==> config.mk <==
export PLATFORM = sky130hd
export DESIGN_NAME = sector_guard
export DESIGN_NICKNAME = d
export VERILOG_FILES = /design/src/rtl/sg_pkg.sv /design/src/rtl/sg_sector_decode.sv /design/src/rtl/sg_span_check.sv /design/src/rtl/sg_prot_regs.sv /design/src/rtl/sector_guard.sv
export SDC_FILE = /design/constraint.sdc
export NUM_CORES = 1
export LEC_CHECK = 0
export ABC_AREA = 0
export ABC_CLOCK_PERIOD_IN_PS = 1800
export BUFFER_PORTS_ARGS = -buffer_cell sky130_fd_sc_hd__buf_4
export CAP_MARGIN = 20
export CORE_MARGIN = 3
export CORE_UTILIZATION = 40
export CTS_CLUSTER_SIZE = 8
export DETAILED_ROUTE_END_ITERATION = 7
export PLACE_DENSITY = 0.8
export SYNTH_ARGS = -nofsm -noshare
export SYNTH_HDL_FRONTEND = slang
export SYNTH_SLANG_ARGS = --single-unit
==> constraint.sdc <==
create_clock -name clk -period 1.8 [get_ports clk]
set_input_delay 0.09 -clock clk [delete_from_list [all_inputs] [get_ports clk]]
set_output_delay 0.09 -clock clk [all_outputs]
set_load 0.05 [all_outputs]
==> src/rtl/sg_pkg.sv <==
package sg_pkg;
   typedef enum logic [1:0] {
      OP_IDLE      = 2'd0,
      OP_LOCK_ONE  = 2'd1,
      OP_FREE_ONE  = 2'd2,
      OP_STAT_WR   = 2'd3
   } sg_op_e;

   typedef enum logic [1:0] {
      ER_SMALL = 2'd0,
      ER_MID   = 2'd1,
      ER_LARGE = 2'd2,
      ER_WHOLE = 2'd3
   } sg_er_e;
endpackage

==> src/rtl/sg_sector_decode.sv <==
module sg_sector_decode #(
   parameter int ADDR_W = 19,
   parameter int BIG_W  = 16,
   localparam int NUM_BIG = (1 << (ADDR_W - BIG_W)) - 1,
   localparam int NSECT   = NUM_BIG + 4,
   localparam int IDX_W   = $clog2(NSECT)
) (
   input  logic [ADDR_W-1:0] addr_i,
   output logic [IDX_W-1:0]  idx_o
);
   logic [ADDR_W-BIG_W-1:0] region;
   logic [2:0]              sub;

   assign region = addr_i[ADDR_W-1:BIG_W];
   assign sub    = addr_i[BIG_W-1 -: 3];

   always_comb begin
      if (int'(region) != NUM_BIG) begin
         idx_o = IDX_W'(region);
      end else begin
         unique casez (sub)
            3'b0??:  idx_o = IDX_W'(NUM_BIG);
            3'b100:  idx_o = IDX_W'(NUM_BIG + 1);
            3'b101:  idx_o = IDX_W'(NUM_BIG + 2);
            default: idx_o = IDX_W'(NUM_BIG + 3);
         endcase
      end
   end
endmodule

==> src/rtl/sg_span_check.sv <==
module sg_span_check
   import sg_pkg::*;
#(
   parameter int ADDR_W  = 19,
   parameter int BIG_W   = 16,
   parameter int SMALL_W = 12,
   parameter int MID_W   = 15,
   localparam int NUM_BIG = (1 << (ADDR_W - BIG_W)) - 1,
   localparam int NSECT   = NUM_BIG + 4
) (
   input  logic [ADDR_W-1:0] er_addr_i,
   input  sg_er_e            er_kind_i,
   input  logic [NSECT-1:0]  prot_i,
   output logic              reject_o
);
   function automatic int sect_lo(int s);
      int base;
      base = NUM_BIG << BIG_W;
      if (s < NUM_BIG)       return s << BIG_W;
      else if (s == NUM_BIG) return base;
      else if (s == NUM_BIG + 1) return base + (1 << (BIG_W - 1));
      else if (s == NUM_BIG + 2) return base + (5 << (BIG_W - 3));
      else                   return base + (3 << (BIG_W - 2));
   endfunction

   function automatic int sect_hi(int s);
      if (s == NSECT - 1) return (1 << ADDR_W) - 1;
      else                return sect_lo(s + 1) - 1;
   endfunction

   logic [ADDR_W-1:0] size_m1, span_lo, span_hi;
   logic [NSECT-1:0]  overlap;

   always_comb begin
      unique case (er_kind_i)
         ER_SMALL: size_m1 = ADDR_W'((1 << SMALL_W) - 1);
         ER_MID:   size_m1 = ADDR_W'((1 << MID_W) - 1);
         ER_LARGE: size_m1 = ADDR_W'((1 << BIG_W) - 1);
         default:  size_m1 = '1;
      endcase
   end

   assign span_lo = er_addr_i & ~size_m1;
   assign span_hi = span_lo | size_m1;

   for (genvar s = 0; s < NSECT; s++) begin : g_sect
      localparam logic [ADDR_W-1:0] LO = ADDR_W'(sect_lo(s));
      localparam logic [ADDR_W-1:0] HI = ADDR_W'(sect_hi(s));
      assign overlap[s] = (LO <= span_hi) && (HI >= span_lo);
   end

   assign reject_o = |(overlap & prot_i);
endmodule

==> src/rtl/sg_prot_regs.sv <==
module sg_prot_regs
   import sg_pkg::*;
#(
   parameter int NSECT = 11,
   localparam int IDX_W = $clog2(NSECT)
) (
   input  logic             clk,
   input  logic             rst_n,
   input  logic             wp_i,
   input  logic             wel_i,
   input  logic             cmd_valid_i,
   input  sg_op_e           cmd_op_i,
   input  logic [IDX_W-1:0] cmd_idx_i,
   input  logic [7:0]       cmd_data_i,
   output logic [NSECT-1:0] prot_o,
   output logic             sprl_o
);
   logic [NSECT-1:0] prot_q;
   logic             sprl_q;
   logic [3:0]       glob;

   assign glob = cmd_data_i[5:2];

   always_ff @(posedge clk) begin
      if (!rst_n) begin
         prot_q <= '1;
         sprl_q <= 1'b0;
      end else if (cmd_valid_i && wel_i) begin
         unique case (cmd_op_i)
            OP_LOCK_ONE: if (!sprl_q) prot_q[cmd_idx_i] <= 1'b1;
            OP_FREE_ONE: if (!sprl_q) prot_q[cmd_idx_i] <= 1'b0;
            OP_STAT_WR: begin
               if (!sprl_q) begin
                  if (glob == 4'hF)      prot_q <= '1;
                  else if (glob == 4'h0) prot_q <= '0;
                  sprl_q <= cmd_data_i[7];
               end else if (!wp_i) begin
                  sprl_q <= cmd_data_i[7];
               end
            end
            default: ;
         endcase
      end
   end

   assign prot_o = prot_q;
   assign sprl_o = sprl_q;

   a_r3_lock_sets: assert property (@(posedge clk) disable iff (!rst_n)
      (cmd_valid_i && wel_i && !sprl_q && cmd_op_i == OP_LOCK_ONE)
      |=> prot_q[$past(cmd_idx_i)]);
   a_r3_free_clears: assert property (@(posedge clk) disable iff (!rst_n)
      (cmd_valid_i && wel_i && !sprl_q && cmd_op_i == OP_FREE_ONE)
      |=> !prot_q[$past(cmd_idx_i)]);
   a_r3_no_wel_no_change: assert property (@(posedge clk) disable iff (!rst_n)
      (!cmd_valid_i || !wel_i) |=> ($stable(prot_q) && $stable(sprl_q)));
   a_r4_flags_frozen: assert property (@(posedge clk) disable iff (!rst_n)
      sprl_q |=> $stable(prot_q));
   a_r5_global_set: assert property (@(posedge clk) disable iff (!rst_n)
      (cmd_valid_i && wel_i && !sprl_q && cmd_op_i == OP_STAT_WR && glob == 4'hF)
      |=> (&prot_q));
   a_r7_hard_hold: assert property (@(posedge clk) disable iff (!rst_n)
      (sprl_q && wp_i) |=> sprl_q);
endmodule

==> src/rtl/sector_guard.sv <==
module sector_guard
   import sg_pkg::*;
#(
   parameter int ADDR_W  = 19,
   parameter int BIG_W   = 16,
   parameter int SMALL_W = 12,
   parameter int MID_W   = 15
) (
   input  logic              clk,
   input  logic              rst_n,
   input  logic              wp_i,
   input  logic              wel_i,
   input  logic              cmd_valid_i,
   input  logic [1:0]        cmd_op_i,
   input  logic [ADDR_W-1:0] cmd_addr_i,
   input  logic [7:0]        cmd_data_i,
   input  logic [ADDR_W-1:0] q_addr_i,
   output logic              q_prot_o,
   output logic [7:0]        q_byte_o,
   input  logic [ADDR_W-1:0] er_addr_i,
   input  logic [1:0]        er_kind_i,
   output logic              er_reject_o,
   output logic              sprl_o,
   output logic [1:0]        swp_o,
   output logic              hw_lock_o
);
   localparam int NUM_BIG = (1 << (ADDR_W - BIG_W)) - 1;
   localparam int NSECT   = NUM_BIG + 4;
   localparam int IDX_W   = $clog2(NSECT);

   if (ADDR_W <= BIG_W) begin : g_bad_addr
      $error("ADDR_W must exceed BIG_W");
   end
   if (!(SMALL_W < MID_W && MID_W < BIG_W)) begin : g_bad_erase
      $error("erase sizes must grow SMALL_W < MID_W < BIG_W");
   end
   if (BIG_W - 3 < SMALL_W) begin : g_bad_split
      $error("smallest split sector must hold a small erase span");
   end

   logic [IDX_W-1:0] cmd_idx, q_idx;
   logic [NSECT-1:0] prot;
   logic             all_p, none_p;

   sg_sector_decode #(.ADDR_W(ADDR_W), .BIG_W(BIG_W)) u_dec_cmd (
      .addr_i(cmd_addr_i), .idx_o(cmd_idx));

   sg_sector_decode #(.ADDR_W(ADDR_W), .BIG_W(BIG_W)) u_dec_q (
      .addr_i(q_addr_i), .idx_o(q_idx));

   sg_prot_regs #(.NSECT(NSECT)) u_regs (
      .clk(clk), .rst_n(rst_n), .wp_i(wp_i), .wel_i(wel_i),
      .cmd_valid_i(cmd_valid_i), .cmd_op_i(sg_op_e'(cmd_op_i)),
      .cmd_idx_i(cmd_idx), .cmd_data_i(cmd_data_i),
      .prot_o(prot), .sprl_o(sprl_o));

   sg_span_check #(.ADDR_W(ADDR_W), .BIG_W(BIG_W), .SMALL_W(SMALL_W), .MID_W(MID_W)) u_span (
      .er_addr_i(er_addr_i), .er_kind_i(sg_er_e'(er_kind_i)),
      .prot_i(prot), .reject_o(er_reject_o));

   assign q_prot_o  = prot[q_idx];
   assign q_byte_o  = {8{q_prot_o}};
   assign all_p     = &prot;
   assign none_p    = ~|prot;
   assign swp_o     = all_p ? 2'b11 : (none_p ? 2'b00 : 2'b01);
   assign hw_lock_o = wp_i & sprl_o;

   a_r10_summary_legal: assert property (@(posedge clk) disable iff (!rst_n)
      swp_o != 2'b10);
   a_r8_chip_reject: assert property (@(posedge clk) disable iff (!rst_n)
      (er_kind_i == 2'd3 && swp_o != 2'b00) |-> er_reject_o);
   a_r9_byte_mirrors: assert property (@(posedge clk) disable iff (!rst_n)
      (q_byte_o == 8'hFF) || (q_byte_o == 8'h00));
endmodule

Word level (Yosys, flattened, before mapping)
Index checks and enable logic that the tools add are counted.

Bits of input ports: 74. RAM bits: 0. Latch bits: 0. Output and inout bits: 14. Register bits: 12. Memory bits (read-only): 0. Memories: 0.

Eq/ne operators: 16. Reduce and logical (&&, ||, !) cells: 21. Shift operators: 0. Add/sub/neg operators: 0. Muxes and demuxes: 19. Div/mod/pow operators: 0. $lt $le $gt $ge: 25. Bitwise operators: 10. $mul: 0.

Operator list (number): $ge 19x19->1 const A (7); $le 19x19->1 const A (7); $pmux 19 s3 (1); $mux 11 (5); $ge 18x19->1 const A (2); $le 18x19->1 const A (2); $pmux 11 s3 (1); $pmux 4 s3 (2); $and 11x11->11 (2); $reduce_or 11->1 (2); $and 19x19->19 (1); $ge 16x19->1 const A (1); $ge 17x19->1 const A (1); $le 1x19->1 const A (1); $le 17x19->1 const A (1); $not 19->19 (1); $or 19x19->19 (1); $logic_and 1x1->1 (13); $eq 3x3->1 const B (4); $not 11->11 (1); $or 11x11->11 (1); $reduce_and 11->1 (1); $lt 4x5->1 const B (2); $ne 3x1->1 const B (3); other kinds (17) (28).

Logic depth before layout (Yosys ltp)
Depth after elaboration: 11. Mapped depth: 5. Gate-level depth less buffers: 4.

By module
From an unflattened synthesis, not the netlist that was laid out.

Cell total of the unflattened synthesis: 151. Area total of the unflattened synthesis: 1248.7 µm².

Modules (own cells, without submodules): sg_prot_regs (area an instance 747.0 µm², instances 1, seq. area each 240.2 µm², cells each 81); sector_guard (area an instance 219.0 µm², instances 1, seq. area each 0.0 µm², cells each 26); sg_span_check (area an instance 185.2 µm², instances 1, seq. area each 0.0 µm², cells each 26); sg_sector_decode (area an instance 48.8 µm², instances 2, seq. area each 0.0 µm², cells each 9).

Worst setup path after synthesis
OpenSTA, ideal clock, no wires.

Path type: register to output. From: reg u_regs.prot_q[9] (netlist: u_regs.prot_o[9]). To: out q_byte_o[0]. Arrival: 2.125 ns. Cell stages (with the launch flop): 6. Path buffers: 1. Setup slack: -0.415 ns. Cell sequence: dfxtp_1 mux2i_1 o22ai_1 nor2_1 a21oi_1 buf_4.

Longest elaborated chain between the ends: 2.

RTL lines: start: declaration (RTL line sg_prot_regs.sv:18) `logic [NSECT-1:0] prot_q;`; start signal: assignment (RTL line sg_prot_regs.sv:26) `prot_q <= '1;`; start signal: indexed assignment (RTL line sg_prot_regs.sv:30) `OP_LOCK_ONE: if (!sprl_q) prot_q[cmd_idx_i] <= 1'b1;`; start signal: indexed assignment (RTL line sg_prot_regs.sv:31) `OP_FREE_ONE: if (!sprl_q) prot_q[cmd_idx_i] <= 1'b0;`; $bmux 1 s4 (RTL line sector_guard.sv:61) `assign q_prot_o = prot[q_idx];`; $mux 1 (not written as such) (RTL line sector_guard.sv:61); end: declaration (RTL line sector_guard.sv:19) `output logic [7:0] q_byte_o,`.

No other way between the ends. The select of a mux whose other input is x is not followed.

Final worst setup path
From: reg u_regs.prot_q[5] (netlist: u_regs.prot_o[5]). To: out er_reject_o.

Longest elaborated chain between the ends: 2.

RTL lines: $and 11x11->11 (RTL line sg_span_check.sv:52) `assign reject_o = |(overlap & prot_i);`; $reduce_or 11->1 (RTL line sg_span_check.sv:52); end: declaration (RTL line sector_guard.sv:22) `output logic er_reject_o,`.

No other way between the ends.

==> results.yml <==
sta:
  layout_setup_ws_ns: 0.05179
  slew_violations: 0
  min_period_over_period_pct: 97.12
  finalSetupViolations: 0
  worstMarginPinSlew_ns: 0.4012
  hold_viol_final: 0
  max_freq_ghz: 0.5720
  slew_headroom_pct: 73.00
  fin_worst_skew_ns: 0.004146
  period_needed_ns: 1.748
  rsz0062_at_grt: "yes"
power:
  clock_power_share_pct: 21.1
  switchingPower_uw: 286.0
  pwr-share-seq_pct: 36.9
  p_leak_uw: 0.0006118
  power.share.switching_pct: 37.19
  power_density_nw_per_um2: 499.3
  internal_power_uw: 483.0
  pwr-share-comb_pct: 42.0
  ir_drop_v: 0.0002889
synth:
  synthArstFlopShare_pct: 0
  synth.distinct_cells: 43
  syn_area_um2: 1140
  synth_flop_cell: "dfxtp_1"
  yosysWarnings: 0
  avgSynthCellArea_um2: 7.354
  synth_edf_count: 0
  synth_fp_nets: 229
  ys_ff_latch: 12
  synth_seq_area_share_pct: 21.08
  syn_inst: 155
die:
  dieArea_um2: 3526
  die_w_um: 59.38
  ios: 88
  core_um2: 2590
  die_h_um: 59.38
  start_util_pct: 44.01
  rows: 18
place:
  dp_cells: 221
  dp.final_hpwl_um: 2422
  gp_congestion: 0.9125
  io_buffers: 45
  place_ws_ns: 0.1470
detailed_routing:
  drtPass1Iterations: 4
  drt_iter0_markers: 74
  drc_errors: 0
  postRouteAntennaNets: 0
  viasPerCell: 6.067
  num_vias: 1365
  routed_wl_um: 3179
  post_drt_wl_per_cell_um: 14.13
min_path:
  min_from: "rst_n"
  hold_class: "in2reg"
  holdPathStages: 2
setup_path:
  cp_top_family: "compound AO/OA/AOI/OAI gates"
  r2r_start: "u_regs.sprl_o$_SDFFE_PN0P_"
  cp_max_fo: 6
  ff2ff_path_depth: 4
  path_depth: 5
  max_stage_delay_ns: 0.35
  slowest_stage: "dfxtp_2"
  crit_required_ns: 1.71
  end_kind: "output pin"
  startpoint: "u_regs.prot_o[5]$_SDFFE_PN1P_"
  crit_path_start_kind: "flip-flop"
  path_cells: "mux2_2 > a221oi_2 > nor3_1 > a211o_1 > buf_6"
  critPathKind: "reg2out"
  cp.arrival_ns: 1.66
  crit_buf_inv: 1
flow_run:
  drv_cap: 0
clocking:
  cts_tree: "built"
  cts_buffers: 3
  clkSinkCount: 12
  cts-root-buf: "clkbuf_4"
  max-clock-path-buffers: 2
  path_clk_slew_ns: 0.07
  ctsHoldBuffers: 0
  htreeDepth: 1
  clkLatencyLatePin_ns: 0.27
grt:
  overflow: 0
  grt.total_usage_pct: 17.21
  grt_pass1_vias: 1091
  antenna_found_initial: 0
  grt_pass1_wl_um: 4795
  grt_max_degree: 15
final_layout:
  diodes: 0
  area_growth_pct: 35.13
  finalNonFillerCells: 225
  drive_above_1_share_pct: 39.49
  nets: 271
status:
  status: "completed"
registers in the layout (all words and copies together), names as in the netlist:
name	count
u_regs.sprl_o	1
u_regs.prot_o	11
cells by family (layout without fill, tap and decap cells):
kind of cell	after synthesis	in the layout	share of synthesized area [%]
simple gates	69	69	36.11
compound gates	51	51	26.79
buf+inv	17	57	9.329
flops	12	12	21.08
mux	6	6	6.696
cell usage after synthesis (2+ instances only):
| cell type | n | share of area, % |
|---|---|---|
| a21oi_1 | 15 | 6.6 |
| o21ai_0 | 15 | 6.6 |
| dfxtp_1 | 12 | 21 |
| nor2_1 | 12 | 4.0 |
| buf_4 | 9 | 5.9 |
| nor3_1 | 9 | 4.0 |
| nand4_1 | 7 | 3.8 |
| o21ai_1 | 7 | 3.1 |
| or2_2 | 7 | 3.8 |
| nor3b_1 | 6 | 4.0 |
| nand3_1 | 5 | 2.2 |
| and3b_1 | 4 | 3.1 |
| inv_1 | 4 | 1.3 |
| nand2b_1 | 4 | 2.2 |
| and2_1 | 3 | 1.6 |
| mux2_2 | 3 | 3.0 |
| nor4_1 | 3 | 1.6 |
| clkbuf_1 | 2 | 0.66 |
| mux2i_1 | 2 | 1.8 |
| nand2_1 | 2 | 0.66 |
| o221ai_1 | 2 | 1.5 |
final timing paths:
| kind | end | slack (ns) |
|---|---|---|
| worst max-delay path | er_reject_o | 0.05 |
| worst min-delay path | u_regs.prot_o[5]$_SDFFE_PN1P_ | 0.06 |
| worst max register to register | u_regs.prot_o[9]$_SDFFE_PN1P_ | 0.65 |
| worst min register to register | u_regs.prot_o[5]$_SDFFE_PN1P_ | 0.55 |
per-stage QoR:
step | setup TNS, ns | instance area (µm²) | utilization [%] | hold slack [ns] | power (µW)
after global routing | -0.01409 | 1540 | 59.47 | 0.06844 | 803.7
after global placement | 0 | 1458 | 56.28 | 0.3319 | 592.8
after floorplan | 0 | 1144 | - | 0.1662 | 495.9
after CTS | 0 | 1494 | 57.68 | 0.05912 | 760.1
final | 0 | 1540 | 59.47 | 0.05779 | 769.0
after detailed placement | 0 | 1458 | 56.28 | 0.3425 | 601.1
worst register-to-register path: cells and delay by family (launching register included):
kind | cells | cell delay (ns)
AOI/OAI and AO/OA | 2 | 0.42
buffers and inverters | 1 | 0.23
DFF | 1 | 0.37
and+or+nand+nor | 1 | 0.06
power groups by stage:
stage / registers [µW] / logic, µW / clock network [µW]
floorplan: 290 / 206 / 0
global placement: 290 / 302 / 0
detailed placement: 291 / 310 / 0
CTS: 283 / 314 / 163
global route: 285 / 344 / 175
finish: 284 / 323 / 163
area by class of cell:
| type | count | area [µm²] |
|---|---|---|
| Sequential cell | 12 | 246.5 |
| Clock buffer | 3 | 22.52 |
| Tap cell | 30 | 37.54 |
| Fill cell | 234 | 1050 |
| Timing Repair Buffer | 50 | 379.1 |
| Multi-Input combinational cell | 126 | 839.6 |
| Inverter | 4 | 15.01 |
layout by cell type (no fill, tap or decap), types with 3 or more instances in the layout:
cell type   n
mux2_2      3
a21oi_1    14
nand3_1     5
buf_4      49
nor3b_1     6
inv_1       4
and3b_1     4
o21ai_1     8
nor3_1      9
dfxtp_1     9
nand2b_1    3
clkbuf_4    3
or2_2       7
and2_1      3
o21ai_0    14
nor4_1      3
nand4_1     7
nor2_1     11
routing by layer:
| metal | global-route usage [%] | vias to the layer above | wire length [µm] |
|---|---|---|---|
| met2 | 29.02 | 67 | 1494 |
| met4 | 3.883 | 0 | 12 |
| met3 | 1.307 | 4 | 323 |
| met1 | 23.77 | 626 | 1348 |
| li1 | - | 668 | - |
| met5 | 0 | - | 0 |
repair_timing:
action / 4_1_cts / 5_1_grt
resized for setup: 6 / 7
setup endpoints to repair: 1 / 3
setup buffers: 0 / 1
hold endpoints to repair: 0 / 0
pin swaps: 2 / 3
No activity file was read; power rests on OpenSTA's default activity.
